**config.mk**
```make
export PLATFORM = sky130hd
export DESIGN_NAME = xlat_walker
export DESIGN_NICKNAME = d
export VERILOG_FILES = /design/src/rtl/xlat_pkg.sv /design/src/rtl/xlat_addr_gen.sv /design/src/rtl/xlat_entry_eval.sv /design/src/rtl/xlat_walker.sv
export SDC_FILE = /design/constraint.sdc
export NUM_CORES = 1
export LEC_CHECK = 0
export CELL_PAD_IN_SITES_DETAIL_PLACEMENT = 1
export CELL_PAD_IN_SITES_GLOBAL_PLACEMENT = 1
export CORE_AREA = 2 2 187 97
export DETAILED_ROUTE_END_ITERATION = 12
export DIE_AREA = 0 0 189 99
export HOLD_SLACK_MARGIN = 0.05
export PLACE_DENSITY = 0.79
export SETUP_SLACK_MARGIN = 0.1
export SLEW_MARGIN = 15
export SYNTH_ARGS = -nofsm -noshare
export SYNTH_HDL_FRONTEND = slang
export SYNTH_SLANG_ARGS = --single-unit
```
**constraint.sdc**
```tcl
create_clock -name clk -period 2.1 [get_ports clk]
set_input_delay 0.42 -clock clk [delete_from_list [all_inputs] [get_ports clk]]
set_output_delay 0.42 -clock clk [all_outputs]
set_load 0.01 [all_outputs]
```
**src/rtl/xlat_pkg.sv**
```systemverilog
package xlat_pkg;
  localparam int LIN_W   = 32;
  localparam int PA_W    = 36;
  localparam int ENT_W   = 64;
  localparam int PG_SH   = 12;
  localparam int BIG_SH  = 21;
  localparam int IDX_W   = 9;
  localparam int TOP_W   = LIN_W - BIG_SH - IDX_W;
  localparam int ENT_SH  = 3;
  localparam int BASE_SH = 5;
  localparam int BASE_W  = 27;
  localparam int FRM_W   = PA_W - PG_SH;
  localparam int PRES_BIT = 0;
  localparam int SIZE_BIT = 7;

  typedef enum logic [1:0] {ST_IDLE, ST_ISSUE, ST_WAIT} walk_st_e;
  typedef enum logic [1:0] {LV_ROOT = 2'd0, LV_DIR = 2'd1, LV_LEAF = 2'd2} walk_lv_e;

  function automatic logic [PA_W-1:0] root_entry_addr(
    input logic [BASE_W-1:0] base, input logic [TOP_W-1:0] idx);
    return (PA_W'(base) << BASE_SH) + (PA_W'(idx) << ENT_SH);
  endfunction

  function automatic logic [PA_W-1:0] child_entry_addr(
    input logic [FRM_W-1:0] frame, input logic [IDX_W-1:0] idx);
    return (PA_W'(frame) << PG_SH) + (PA_W'(idx) << ENT_SH);
  endfunction

  function automatic logic [PA_W-1:0] small_page_pa(
    input logic [FRM_W-1:0] frame, input logic [PG_SH-1:0] ofs);
    return {frame, ofs};
  endfunction

  function automatic logic [PA_W-1:0] big_page_pa(
    input logic [FRM_W-1:0] frame, input logic [BIG_SH-1:0] ofs);
    return {frame[FRM_W-1:BIG_SH-PG_SH], ofs};
  endfunction
endpackage

```
**src/rtl/xlat_addr_gen.sv**
```systemverilog
module xlat_addr_gen
  import xlat_pkg::*;
(
  input  walk_lv_e            lvl,
  input  logic [BASE_W-1:0]   base,
  input  logic [FRM_W-1:0]    frame,
  input  logic [LIN_W-1:0]    lin,
  output logic [PA_W-1:0]     addr
);
  logic [TOP_W-1:0] root_idx;
  logic [IDX_W-1:0] dir_idx;
  logic [IDX_W-1:0] leaf_idx;
  logic [PG_SH-1:0] unused_ofs;

  assign root_idx   = lin[LIN_W-1 -: TOP_W];
  assign dir_idx    = lin[BIG_SH +: IDX_W];
  assign leaf_idx   = lin[PG_SH +: IDX_W];
  assign unused_ofs = lin[PG_SH-1:0];

  always_comb begin
    case (lvl)
      LV_ROOT: addr = root_entry_addr(base, root_idx);
      LV_DIR:  addr = child_entry_addr(frame, dir_idx);
      default: addr = child_entry_addr(frame, leaf_idx);
    endcase
  end
endmodule

```
**src/rtl/xlat_entry_eval.sv**
```systemverilog
module xlat_entry_eval
  import xlat_pkg::*;
(
  input  logic [ENT_W-1:0]  entry,
  input  walk_lv_e          lvl,
  input  logic [LIN_W-1:0]  lin,
  output logic              present,
  output logic              is_final,
  output logic [FRM_W-1:0]  frame,
  output logic [PA_W-1:0]   final_pa
);
  logic big_page;
  logic unused_bits;

  assign frame    = entry[PA_W-1:PG_SH];
  assign present  = entry[PRES_BIT];
  assign big_page = (lvl == LV_DIR) && entry[SIZE_BIT];
  assign is_final = (lvl == LV_LEAF) || big_page;
  assign final_pa = big_page ? big_page_pa(frame, lin[BIG_SH-1:0])
                             : small_page_pa(frame, lin[PG_SH-1:0]);
  assign unused_bits = ^{entry[ENT_W-1:PA_W], entry[PG_SH-1:SIZE_BIT+1],
                         entry[SIZE_BIT-1:PRES_BIT+1], lin[LIN_W-1:BIG_SH]};
endmodule

```
**src/rtl/xlat_walker.sv**
```systemverilog
module xlat_walker
  import xlat_pkg::*;
(
  input  logic                clk,
  input  logic                rst_n,
  input  logic                xlat_en,
  input  logic [BASE_W-1:0]   tbl_base,
  input  logic                req_valid,
  output logic                req_ready,
  input  logic [LIN_W-1:0]    req_lin,
  output logic                mem_req_valid,
  input  logic                mem_req_ready,
  output logic [PA_W-1:0]     mem_req_addr,
  input  logic                mem_rsp_valid,
  input  logic [ENT_W-1:0]    mem_rsp_data,
  output logic                done,
  output logic [PA_W-1:0]     pa,
  output logic                fault,
  output logic [1:0]          fault_lvl,
  output logic                err
);
  walk_st_e           state_q;
  walk_lv_e           lvl_q;
  logic [LIN_W-1:0]   lin_q;
  logic [BASE_W-1:0]  base_q;
  logic [FRM_W-1:0]   frame_q;
  logic               done_q, fault_q, err_q;
  logic [PA_W-1:0]    pa_q;
  logic [1:0]         flvl_q;

  logic               walk_accept;
  logic               entry_back;
  logic               ent_present, ent_final;
  logic [FRM_W-1:0]   ent_frame;
  logic [PA_W-1:0]    ent_pa;

  assign req_ready     = (state_q == ST_IDLE);
  assign mem_req_valid = (state_q == ST_ISSUE);
  assign walk_accept   = req_valid && req_ready;
  assign entry_back    = (state_q == ST_WAIT) && mem_rsp_valid;

  xlat_addr_gen u_addr (
    .lvl   (lvl_q),
    .base  (base_q),
    .frame (frame_q),
    .lin   (lin_q),
    .addr  (mem_req_addr)
  );

  xlat_entry_eval u_eval (
    .entry    (mem_rsp_data),
    .lvl      (lvl_q),
    .lin      (lin_q),
    .present  (ent_present),
    .is_final (ent_final),
    .frame    (ent_frame),
    .final_pa (ent_pa)
  );

  always_ff @(posedge clk) begin
    if (!rst_n) begin
      state_q <= ST_IDLE;
      lvl_q   <= LV_ROOT;
      lin_q   <= '0;
      base_q  <= '0;
      frame_q <= '0;
      done_q  <= 1'b0;
      fault_q <= 1'b0;
      err_q   <= 1'b0;
      pa_q    <= '0;
      flvl_q  <= '0;
    end else begin
      done_q  <= 1'b0;
      fault_q <= 1'b0;
      err_q   <= 1'b0;
      case (state_q)
        ST_IDLE: begin
          if (walk_accept) begin
            if (!xlat_en) begin
              err_q <= 1'b1;
            end else begin
              lin_q   <= req_lin;
              base_q  <= tbl_base;
              lvl_q   <= LV_ROOT;
              state_q <= ST_ISSUE;
            end
          end
        end
        ST_ISSUE: begin
          if (mem_req_ready) state_q <= ST_WAIT;
        end
        ST_WAIT: begin
          if (entry_back) begin
            if (!ent_present) begin
              fault_q <= 1'b1;
              flvl_q  <= lvl_q;
              state_q <= ST_IDLE;
            end else if (ent_final) begin
              done_q  <= 1'b1;
              pa_q    <= ent_pa;
              state_q <= ST_IDLE;
            end else begin
              frame_q <= ent_frame;
              lvl_q   <= walk_lv_e'(lvl_q + 2'd1);
              state_q <= ST_ISSUE;
            end
          end
        end
        default: state_q <= ST_IDLE;
      endcase
    end
  end

  assign done      = done_q;
  assign fault     = fault_q;
  assign err       = err_q;
  assign pa        = pa_q;
  assign fault_lvl = flvl_q;
endmodule

```
==> results of run 1 <==
-- cells in the final DEF (no fill, tap or decap), types with 8 or more instances in the layout --
cell type,n
sky130_fd_sc_hd__a21oi_1,123
sky130_fd_sc_hd__nand2_2,13
sky130_fd_sc_hd__nand3_1,61
sky130_fd_sc_hd__buf_6,18
sky130_fd_sc_hd__a22o_1,20
sky130_fd_sc_hd__nand2_1,134
sky130_fd_sc_hd__clkdlybuf4s50_1,131
sky130_fd_sc_hd__o21ai_0,53
sky130_fd_sc_hd__buf_12,10
sky130_fd_sc_hd__dfxtp_1,124
sky130_fd_sc_hd__a22oi_2,8
sky130_fd_sc_hd__a311oi_1,9
sky130_fd_sc_hd__buf_2,22
sky130_fd_sc_hd__buf_4,18
sky130_fd_sc_hd__clkbuf_16,17
-- critical path, delay by kind of cell, from the launching register on --
family          cells  cell delay (ns)
simple gates        1             0.07
flops               1             0.36
compound gates      1             0.23
fa+ha+maj           1             0.16
buf+inv             4             0.44
-- routing by layer --
layer | track usage [%] | wire (um) | vias up
li1 | - | - | 2585
met3 | 5.520 | 1259 | 11
met4 | 3.906 | 120 | 0
met2 | 28.77 | 7717 | 134
met5 | 0 | 0 | -
met1 | 30.98 | 10200 | 2526
-- sequential cells by signal (all words and copies together), names as in the netlist --
name / count
state_q: 2
fault: 1
err: 1
done: 1
base_q: 27
frame_q: 24
lin_q: 32
lvl_q: 2
fault_lvl: 2
pa: 36
-- cell type report --
class | count | area (sq um) | area share, %
tap | 234 | 292.8 | 3.660
multi-input combinational | 460 | 2515 | 31.44
sequential | 128 | 2570 | 32.13
clock inverter | 13 | 150.1 | 1.877
timing repair buffer | 203 | 2011 | 25.14
clock buffer | 19 | 442.9 | 5.537
inverter | 3 | 17.52 | 0.2190
-- power groups by stage --
stage	combinational, uW	clock [uW]	sequential, uW
floorplan	243	0	2570
global placement	580	0	2590
detailed placement	587	0	2590
CTS	572	3030	2540
global route	631	3160	2550
finish	584	2970	2540
-- through the flow --
stage	TNS [ns]	utilization [%]	total power (uW)
after floorplan	0	-	2814
after global placement	-1.193	42.76	3169
after detailed placement	-1.686	42.76	3179
after CTS	0	46.40	6143
after global routing	-0.5059	46.89	6338
final	0	46.89	6102
-- final timing paths --
| path | end |
|---|---|
| setup / recovery | mem_req_addr[4] |
| setup reg to reg | frame_q[2]$_SDFFE_PN0P_ |
| hold reg to reg | lin_q[8]$_SDFFE_PN0P_ |
| hold / removal | lin_q[8]$_SDFFE_PN0P_ |
-- logic make-up after synthesis --
kind of cell             after synthesis  share of synthesized area (%)
AO/OA/AOI/OAI                        218                          23.67
adder cells (fa/ha/maj)                3                         0.7224
buffers and inverters                 69                          5.947
flip-flops                           128                          49.31
multiplexers                           3                         0.5779
other                                  1                        0.07217
AND/OR/NAND/NOR                      233                          19.70
-- timing repair --
item,CTS,global route
setup buffers,1,1
pin swaps,14,5
resized for setup,183,19
setup endpoints to repair,35,34
==> report_table.html, run 1 <==
<table>
<tr><th>Metric</th><th>Value</th></tr>
<tr><th colspan="2">Status</th></tr>
<tr><td>Run status</td><td>complete, no violations</td></tr>
<tr><th colspan="2">Min path</th></tr>
<tr><td>Number of instances on the worst hold path</td><td>2</td></tr>
<tr><td>Worst min-delay path category</td><td>flip-flop to flip-flop</td></tr>
<tr><td>Startpoint of the most critical hold path</td><td>lin_q[8]$_SDFFE_PN0P_</td></tr>
<tr><th colspan="2">STA</th></tr>
<tr><td>Worst clock skew</td><td>0.01145 ns</td></tr>
<tr><td>Hold WS</td><td>0.4565 ns</td></tr>
<tr><td>RSZ-0062 raised after global routing</td><td>yes</td></tr>
<tr><td>Maximum clock rate</td><td>476.9 MHz</td></tr>
<tr><td>Share of the cycle needed by the critical path after routing</td><td>99.85%</td></tr>
<tr><td>Count of final setup violators</td><td>0</td></tr>
<tr><td>Final Max Slew Viols</td><td>0</td></tr>
<tr><td>Minimum clock period</td><td>2.097 ns</td></tr>
<tr><td>Final worst-path setup slack</td><td>0.003171 ns</td></tr>
<tr><td>Total count of hold-check failures in the final report</td><td>0</td></tr>
<tr><th colspan="2">Power</th></tr>
<tr><td>Sequential power share</td><td>41.7%</td></tr>
<tr><td>Net Sw Power</td><td>1504 uW</td></tr>
<tr><td>Total internal power</td><td>4598 uW</td></tr>
<tr><td>Switching share of total power</td><td>24.65%</td></tr>
<tr><td>Maximum resistive drop on vdd</td><td>0.5939 mV</td></tr>
<tr><td>Standby leakage power</td><td>0.002881 uW</td></tr>
<tr><td>Clock power share</td><td>48.7%</td></tr>
<tr><td>Power per Cell Area</td><td>762.8 nW/um^2</td></tr>
<tr><td>Comb pwr share</td><td>9.6%</td></tr>
<tr><th colspan="2">Yosys</th></tr>
<tr><td>Flip-flop and latch count after synthesis</td><td>128</td></tr>
<tr><td>Top cell types by occurrence after synthesis</td><td>sky130_fd_sc_hd__nand2_1, sky130_fd_sc_hd__dfxtp_1, sky130_fd_sc_hd__a21oi_1</td></tr>
<tr><td>Post-synthesis cell count</td><td>655</td></tr>
<tr><td>Post-synth top area cell</td><td>sky130_fd_sc_hd__dfxtp_1</td></tr>
<tr><td>Yosys warning count</td><td>0</td></tr>
<tr><td>Proportion of synthesized flip-flops having asynchronous set or reset</td><td>0%</td></tr>
<tr><td>Count of different cell masters after synthesis</td><td>32</td></tr>
<tr><td>Top cell type's share of synthesized area</td><td>49.31%</td></tr>
<tr><td>Most frequently used cell type in the post-synthesis netlist</td><td>sky130_fd_sc_hd__nand2_1</td></tr>
<tr><td>Post-synthesis instance area</td><td>5196 sq um</td></tr>
<tr><td>Synth area leaders</td><td>sky130_fd_sc_hd__dfxtp_1, sky130_fd_sc_hd__a21oi_1, sky130_fd_sc_hd__nand2_1</td></tr>
<tr><td>Per-instance average area after synthesis</td><td>7.933 sq um</td></tr>
<tr><td>Number of synthesized flops with an enable pin</td><td>0</td></tr>
<tr><td>Primary flip-flop cell chosen by synthesis mapping</td><td>sky130_fd_sc_hd__dfxtp_1</td></tr>
<tr><td>Sequential cell area fraction in the yosys report</td><td>49.31%</td></tr>
<tr><th colspan="2">Global routing</th></tr>
<tr><td>Overall fraction of global-route tracks in use</td><td>20.47%</td></tr>
<tr><td>Global-route wire length before repair</td><td>30.00 mm</td></tr>
<tr><td>Via count of the first global-routing pass</td><td>5364</td></tr>
<tr><td>Largest net degree at the start of global routing</td><td>61</td></tr>
<tr><td>Total congestion overflow after global routing</td><td>0</td></tr>
<tr><td>Number of antenna violations at the first check in global routing</td><td>0</td></tr>
<tr><th colspan="2">Placement</th></tr>
<tr><td>Area post-placement</td><td>7295 sq um</td></tr>
<tr><td>Final RePlAce weighted congestion</td><td>0.7853</td></tr>
<tr><td>Number of port buffers</td><td>166</td></tr>
<tr><td>Estimated wirelength of the detail-placed design</td><td>13.38 mm</td></tr>
<tr><td>Placement Setup Slack</td><td>-0.1716 ns</td></tr>
<tr><td>Placed Cells</td><td>1026</td></tr>
<tr><th colspan="2">Clocking</th></tr>
<tr><td>Total clock buffers created by CTS</td><td>17</td></tr>
<tr><td>Hold_buf cts</td><td>0</td></tr>
<tr><td>Clock Pin Slew Worst Setup and Hold Paths</td><td>0.06 ns</td></tr>
<tr><td>Buffers from clock root to sink, at most</td><td>2</td></tr>
<tr><td>Clk root buf</td><td>sky130_fd_sc_hd__clkbuf_16</td></tr>
<tr><td>Total clock sinks</td><td>128</td></tr>
<tr><td>CTS tree</td><td>done</td></tr>
<tr><td>CTS H-tree depth</td><td>4</td></tr>
<tr><td>Worst skew pair latency</td><td>0.41 ns</td></tr>
<tr><th colspan="2">Detailed routing</th></tr>
<tr><td>DR vias</td><td>5256</td></tr>
<tr><td>Final routed DRC violation total</td><td>0</td></tr>
<tr><td>Drt initial violations</td><td>247</td></tr>
<tr><td>Per-cell routed wire length</td><td>18.20 um</td></tr>
<tr><td>Final Routed Wirelength</td><td>19.30 mm</td></tr>
<tr><td>Ratio of routed vias to standard cells</td><td>4.958</td></tr>
<tr><td>Remaining antenna violation count</td><td>0</td></tr>
<tr><td>Number of detailed-routing iterations run before antenna repair</td><td>4</td></tr>
<tr><th colspan="2">Finish</th></tr>
<tr><td>Number of fillers in the final layout</td><td>1997</td></tr>
<tr><td>Final cell count without fillers</td><td>1060</td></tr>
<tr><td>Final cell area excluding filler cells</td><td>7999 sq um</td></tr>
<tr><td>Fraction of final layout cells sized beyond drive strength 1</td><td>17.68%</td></tr>
<tr><td>Synth-to-layout area growth</td><td>53.94%</td></tr>
<tr><td>NumNets Final</td><td>945</td></tr>
<tr><td>Antenna cells</td><td>0</td></tr>
<tr><th colspan="2">Worst setup path</th></tr>
<tr><td>Cell breakdown of the critical path</td><td>inv_4 -&gt; ha_4 -&gt; buf_6 -&gt; buf_8 -&gt; a22oi_2 -&gt; nand2_4 -&gt; buf_6</td></tr>
<tr><td>Arrival time worst endpoint</td><td>1.68 ns</td></tr>
<tr><td>Crit start category</td><td>flip-flop</td></tr>
<tr><td>Largest fanout on the critical path</td><td>6</td></tr>
<tr><td>Type of the worst setup path</td><td>flip-flop to primary output</td></tr>
<tr><td>Worst EP required</td><td>1.68 ns</td></tr>
<tr><td>CP Capture Type</td><td>primary output</td></tr>
<tr><td>Crit path largest cell delay</td><td>0.36 ns</td></tr>
<tr><td>Critical R2R Launch</td><td>lvl_q[0]$_SDFFE_PN0P_</td></tr>
<tr><td>Cell count of the worst reg-to-reg path</td><td>8</td></tr>
<tr><td>Cell type of the slowest stage on the worst timing path</td><td>sky130_fd_sc_hd__dfxtp_2</td></tr>
<tr><td>Flop-to-flop setup slack</td><td>0.31 ns</td></tr>
<tr><td>Critical path's most frequent cell</td><td>sky130_fd_sc_hd__buf_6</td></tr>
<tr><td>Critical Path Source</td><td>lvl_q[1]$_SDFFE_PN0P_</td></tr>
<tr><th colspan="2">Job</th></tr>
<tr><td>Max-cap viol count</td><td>0</td></tr>
<tr><th colspan="2">Die</th></tr>
<tr><td>Core Footprint</td><td>17060 sq um</td></tr>
<tr><td>Total die area</td><td>18710 sq um</td></tr>
<tr><td>Die span in x</td><td>189 um</td></tr>
<tr><td>Starting density of the core</td><td>30.46%</td></tr>
<tr><td>Floorplan row count</td><td>34</td></tr>
<tr><td>Die Y-Extent</td><td>99 um</td></tr>
<tr><td>Number of placed I/O pins</td><td>208</td></tr>
</table>
Power figures use the tool's default switching activity.
==> inputs of run 2 (changes only) <==
--- a/config.mk
+++ b/config.mk
@@ -7,11 +7,12 @@
 export LEC_CHECK = 0
 export CELL_PAD_IN_SITES_DETAIL_PLACEMENT = 1
 export CELL_PAD_IN_SITES_GLOBAL_PLACEMENT = 1
-export CORE_AREA = 2 2 187 97
+export CORE_AREA = 2 2 157 82
 export DETAILED_ROUTE_END_ITERATION = 12
-export DIE_AREA = 0 0 189 99
+export DIE_AREA = 0 0 159 84
+export DONT_BUFFER_PORTS = 1
 export HOLD_SLACK_MARGIN = 0.05
-export PLACE_DENSITY = 0.79
+export PLACE_DENSITY = 0.76
 export SETUP_SLACK_MARGIN = 0.1
 export SLEW_MARGIN = 15
 export SYNTH_ARGS = -nofsm -noshare
==> run 2 against run 1 <==
Against the previous run:
- worst hold slack lost 0.32 ns
- core utilization up 4.1 points
- power rose by 2.5%
- global-route usage up 5.0 points
- die area down 29%
- clock skew shrank 0.0012 ns
- first-iteration DRC count up 52%
==> report_table.html, run 2 (synthesis results as in run 1) <==
<table>
<tr><th>Metric</th><th>Value</th></tr>
<tr><th colspan="2">Finish</th></tr>
<tr><td>Antenna cells</td><td>0 (unchanged)</td></tr>
<tr><td>Leading cell type in the layout, fill and taps excluded</td><td>sky130_fd_sc_hd__nand2_1</td></tr>
<tr><td>Number of fillers in the final layout</td><td>1447 (-28%)</td></tr>
<tr><td>Max FFs per register</td><td>36 (unchanged)</td></tr>
<tr><td>Synth-to-layout area growth</td><td>19.60%</td></tr>
<tr><td>Sequential standard cell area</td><td>2567 sq um (about the same)</td></tr>
<tr><td>Commonest cells after routing, fill and taps aside</td><td>sky130_fd_sc_hd__nand2_1, sky130_fd_sc_hd__dfxtp_1, sky130_fd_sc_hd__a21oi_1</td></tr>
<tr><td>NumNets Final</td><td>766 (-19%)</td></tr>
<tr><td>Fraction of final layout cells sized beyond drive strength 1</td><td>12.52% (-5.2 points)</td></tr>
<tr><td>Core Util, Final</td><td>50.98% (+4.1 points)</td></tr>
<tr><td>Multi-input logic area</td><td>2486 sq um (-1.1%)</td></tr>
<tr><th colspan="2">Clocking</th></tr>
<tr><td>CTS tree</td><td>done</td></tr>
<tr><td>CTS H-tree depth</td><td>4 (unchanged)</td></tr>
<tr><td>Total clock sinks</td><td>128 (unchanged)</td></tr>
<tr><td>Clk root buf</td><td>sky130_fd_sc_hd__clkbuf_16</td></tr>
<tr><td>Buffers from clock root to sink, at most</td><td>2 (unchanged)</td></tr>
<tr><td>Total clock buffers created by CTS</td><td>17 (unchanged)</td></tr>
<tr><td>Worst skew pair latency</td><td>0.41 ns (about the same)</td></tr>
<tr><td>Clock Pin Slew Worst Setup and Hold Paths</td><td>0.06 ns (about the same)</td></tr>
<tr><td>Hold_buf cts</td><td>0 (unchanged)</td></tr>
<tr><th colspan="2">Worst setup path</th></tr>
<tr><td>Buffers &amp; Inverters on Critical Path</td><td>2 (-2)</td></tr>
<tr><td>Crit path largest cell delay</td><td>0.35 ns (about the same)</td></tr>
<tr><td>Cell breakdown of the critical path</td><td>inv_2 -&gt; ha_4 -&gt; nand2b_4 -&gt; buf_12 -&gt; a22o_4</td></tr>
<tr><td>Type of the worst setup path</td><td>flip-flop to primary output</td></tr>
<tr><td>Largest fanout on the critical path</td><td>23 (+17)</td></tr>
<tr><td>Worst EP required</td><td>1.68 ns (about the same)</td></tr>
<tr><td>Crit start category</td><td>flip-flop</td></tr>
<tr><td>Cell type of the slowest stage on the worst timing path</td><td>sky130_fd_sc_hd__dfxtp_2</td></tr>
<tr><td>Cell count of the worst reg-to-reg path</td><td>8 (unchanged)</td></tr>
<tr><td>End of the worst register-to-register path</td><td>frame_q[8]$_SDFFE_PN0P_</td></tr>
<tr><td>Flop-to-flop setup slack</td><td>0.26 ns (-0.05 ns)</td></tr>
<tr><td>Critical R2R Launch</td><td>lvl_q[1]$_SDFFE_PN0P_</td></tr>
<tr><td>Top cell family by delay on the critical path</td><td>flip-flops</td></tr>
<tr><td>Arrival time worst endpoint</td><td>1.60 ns (-0.08 ns)</td></tr>
<tr><td>CP Capture Type</td><td>primary output</td></tr>
<tr><th colspan="2">Global routing</th></tr>
<tr><td>Global-route wire length before repair</td><td>26.89 mm (-10%)</td></tr>
<tr><td>Largest net degree at the start of global routing</td><td>43 (-30%)</td></tr>
<tr><td>Total congestion overflow after global routing</td><td>0 (unchanged)</td></tr>
<tr><td>Via count of the first global-routing pass</td><td>4711 (-12%)</td></tr>
<tr><td>Number of antenna violations at the first check in global routing</td><td>0 (unchanged)</td></tr>
<tr><td>Overall fraction of global-route tracks in use</td><td>25.51% (+5.0 points)</td></tr>
<tr><th colspan="2">Min path</th></tr>
<tr><td>Number of instances on the worst hold path</td><td>2 (unchanged)</td></tr>
<tr><td>Startpoint of the most critical hold path</td><td>req_lin[6]</td></tr>
<tr><td>Terminating pin of the worst hold path</td><td>lin_q[6]$_SDFFE_PN0P_</td></tr>
<tr><td>Worst min-delay path category</td><td>input pin to flip-flop</td></tr>
<tr><th colspan="2">Detailed routing</th></tr>
<tr><td>DR vias</td><td>4737 (-9.9%)</td></tr>
<tr><td>Per-cell routed wire length</td><td>20.77 um (+14%)</td></tr>
<tr><td>Final routed DRC violation total</td><td>0 (unchanged)</td></tr>
<tr><td>Final Routed Wirelength</td><td>16.97 mm (-12%)</td></tr>
<tr><td>Number of detailed-routing iterations run before antenna repair</td><td>5 (+1)</td></tr>
<tr><td>Remaining antenna violation count</td><td>0 (unchanged)</td></tr>
<tr><td>Ratio of routed vias to standard cells</td><td>5.798 (+17%)</td></tr>
<tr><td>Drt initial violations</td><td>375 (+52%)</td></tr>
<tr><th colspan="2">Die</th></tr>
<tr><td>Total die area</td><td>13360 sq um (-29%)</td></tr>
<tr><td>Number of placed I/O pins</td><td>208 (unchanged)</td></tr>
<tr><td>Die Y-Extent</td><td>84 um (-15%)</td></tr>
<tr><td>Starting density of the core</td><td>42.62% (+12 points)</td></tr>
<tr><td>Floorplan row count</td><td>29 (-15%)</td></tr>
<tr><td>Core Footprint</td><td>12190 sq um (-29%)</td></tr>
<tr><td>Die span in x</td><td>159 um (-16%)</td></tr>
<tr><th colspan="2">STA</th></tr>
<tr><td>RSZ-0062 raised after global routing</td><td>yes</td></tr>
<tr><td>Count of final setup violators</td><td>0 (unchanged)</td></tr>
<tr><td>Final Max Slew Viols</td><td>0 (unchanged)</td></tr>
<tr><td>Relative slew slack</td><td>65.60%</td></tr>
<tr><td>Minimum clock period</td><td>2.023 ns (-0.07337 ns)</td></tr>
<tr><td>Worst-margin pin slew</td><td>0.5154 ns</td></tr>
<tr><td>Total negative slack for setup checks</td><td>0 ns (unchanged)</td></tr>
<tr><td>Maximum clock rate</td><td>494.2 MHz (+3.6%)</td></tr>
<tr><td>Total count of hold-check failures in the final report</td><td>0 (unchanged)</td></tr>
<tr><td>Share of the cycle needed by the critical path after routing</td><td>96.36% (-3.5 points)</td></tr>
<tr><td>Final worst-path setup slack</td><td>0.07654 ns (+0.07337 ns)</td></tr>
<tr><td>Worst clock skew</td><td>0.01028 ns (-0.001168 ns)</td></tr>
<tr><th colspan="2">Status</th></tr>
<tr><td>Run status</td><td>complete, no violations</td></tr>
<tr><th colspan="2">Placement</th></tr>
<tr><td>Number of port buffers</td><td>0 (-100%)</td></tr>
<tr><td>Placement Setup Slack</td><td>0.3027 ns (+0.4743 ns)</td></tr>
<tr><td>Estimated wirelength of the detail-placed design</td><td>11.75 mm (-12%)</td></tr>
<tr><td>Final RePlAce weighted congestion</td><td>0.8931 (+14%)</td></tr>
<tr><th colspan="2">Power</th></tr>
<tr><td>Power per Cell Area</td><td>1006 nW/um^2 (+32%)</td></tr>
<tr><td>Standby leakage power</td><td>0.002152 uW (-25%)</td></tr>
<tr><td>Maximum resistive drop on vdd</td><td>0.4762 mV (-20%)</td></tr>
<tr><td>Tot Pwr</td><td>6252 uW (+2.5%)</td></tr>
<tr><th colspan="2">Job</th></tr>
<tr><td>Max-cap viol count</td><td>0 (unchanged)</td></tr>
</table>
-- run 2: stage by stage --
| step | std cells | instance area [sq um] | hold WS, ns |
|---|---|---|---|
| 2_1_floorplan | 657 | 5204 | 0.4360 |
| 3_3_place_gp | 782 | 5386 | 0.4428 |
| 3_5_place_dp | 782 | 5386 | 0.4510 |
| 4_1_cts | 816 | 6186 | 0.1234 |
| 5_1_grt | 817 | 6215 | 0.1313 |
| 6_report | 817 | 6215 | 0.1403 |
-- run 2: worst max path at each step --
stage / from / slack (ns) / end / depth (start not counted)
after floorplan: lvl_q[0]$_SDFFE_PN0P_ / 0.29 / mem_req_addr[12] / 6
after global placement: lvl_q[1]$_SDFFE_PN0P_ / 0.33 / mem_req_addr[27] / 5
after detailed placement: lvl_q[1]$_SDFFE_PN0P_ / 0.30 / mem_req_addr[31] / 5
after CTS: lvl_q[1]$_SDFFE_PN0P_ / 0.10 / mem_req_addr[29] / 5
after global routing: lvl_q[1]$_SDFFE_PN0P_ / 0.02 / mem_req_addr[20] / 5
final: lvl_q[1]$_SDFFE_PN0P_ / 0.08 / mem_req_addr[27] / 5
-- run 2: what timing repair did --
item                                    4_1_cts  5_1_grt
setup buffers                                 2        1
gates resized for setup                      19        4
endpoints found under the setup margin       33       32
pin swaps                                     2        9
gates cloned                                  0        0
-- run 2: metal layers --
layer / vias up / global-route usage, % / wire, um / share of wire (%)
met4: 0 / 5.702 / 85 / 0.50
li1: 2228 / - / - / -
met1: 2328 / 36.55 / 8235 / 49
met2: 171 / 36.80 / 7224 / 43
met3: 10 / 8.793 / 1421 / 8.4
met5: - / 0 / 0 / 0
-- run 2: worst register-to-register path: stages (launching register included) --
cell,delay (ns)
sky130_fd_sc_hd__dfxtp_2,0.35
sky130_fd_sc_hd__inv_2,0.07
sky130_fd_sc_hd__ha_4,0.19
sky130_fd_sc_hd__buf_4,0.13
sky130_fd_sc_hd__buf_4,0.13
sky130_fd_sc_hd__a21o_2,0.20
sky130_fd_sc_hd__buf_4,0.25
sky130_fd_sc_hd__o21ai_0,0.26
sky130_fd_sc_hd__a21oi_1,0.11
-- run 2: power breakdown --
part	internal [uW]	leakage, uW	switching, uW	total (uW)
Clock	2260	0.000320	1120	3380
Sequential	2490	0.00104	51.6	2540
Combinational	116	0.000793	206	323
Total	4870	0.00215	1380	6250
-- run 2: final cells by class --
type / count / area share [%]
clock buffers: 19 / 7.127
well taps: 170 / 3.423
multi-input cells: 460 / 40.00
clock inverters: 13 / 3.765
repair buffers: 24 / 4.167
inverters: 3 / 0.2013
flip-flops and latches: 128 / 41.31
==> inputs of run 3 (changes only) <==
--- a/config.mk
+++ b/config.mk
@@ -14,6 +14,7 @@
 export HOLD_SLACK_MARGIN = 0.05
 export PLACE_DENSITY = 0.76
 export SETUP_SLACK_MARGIN = 0.1
+export SKIP_LAST_GASP = 1
 export SLEW_MARGIN = 15
 export SYNTH_ARGS = -nofsm -noshare
 export SYNTH_HDL_FRONTEND = slang
==> results of run 3 <==
The final DEF is identical to that of run 2; final timing and power are the same.
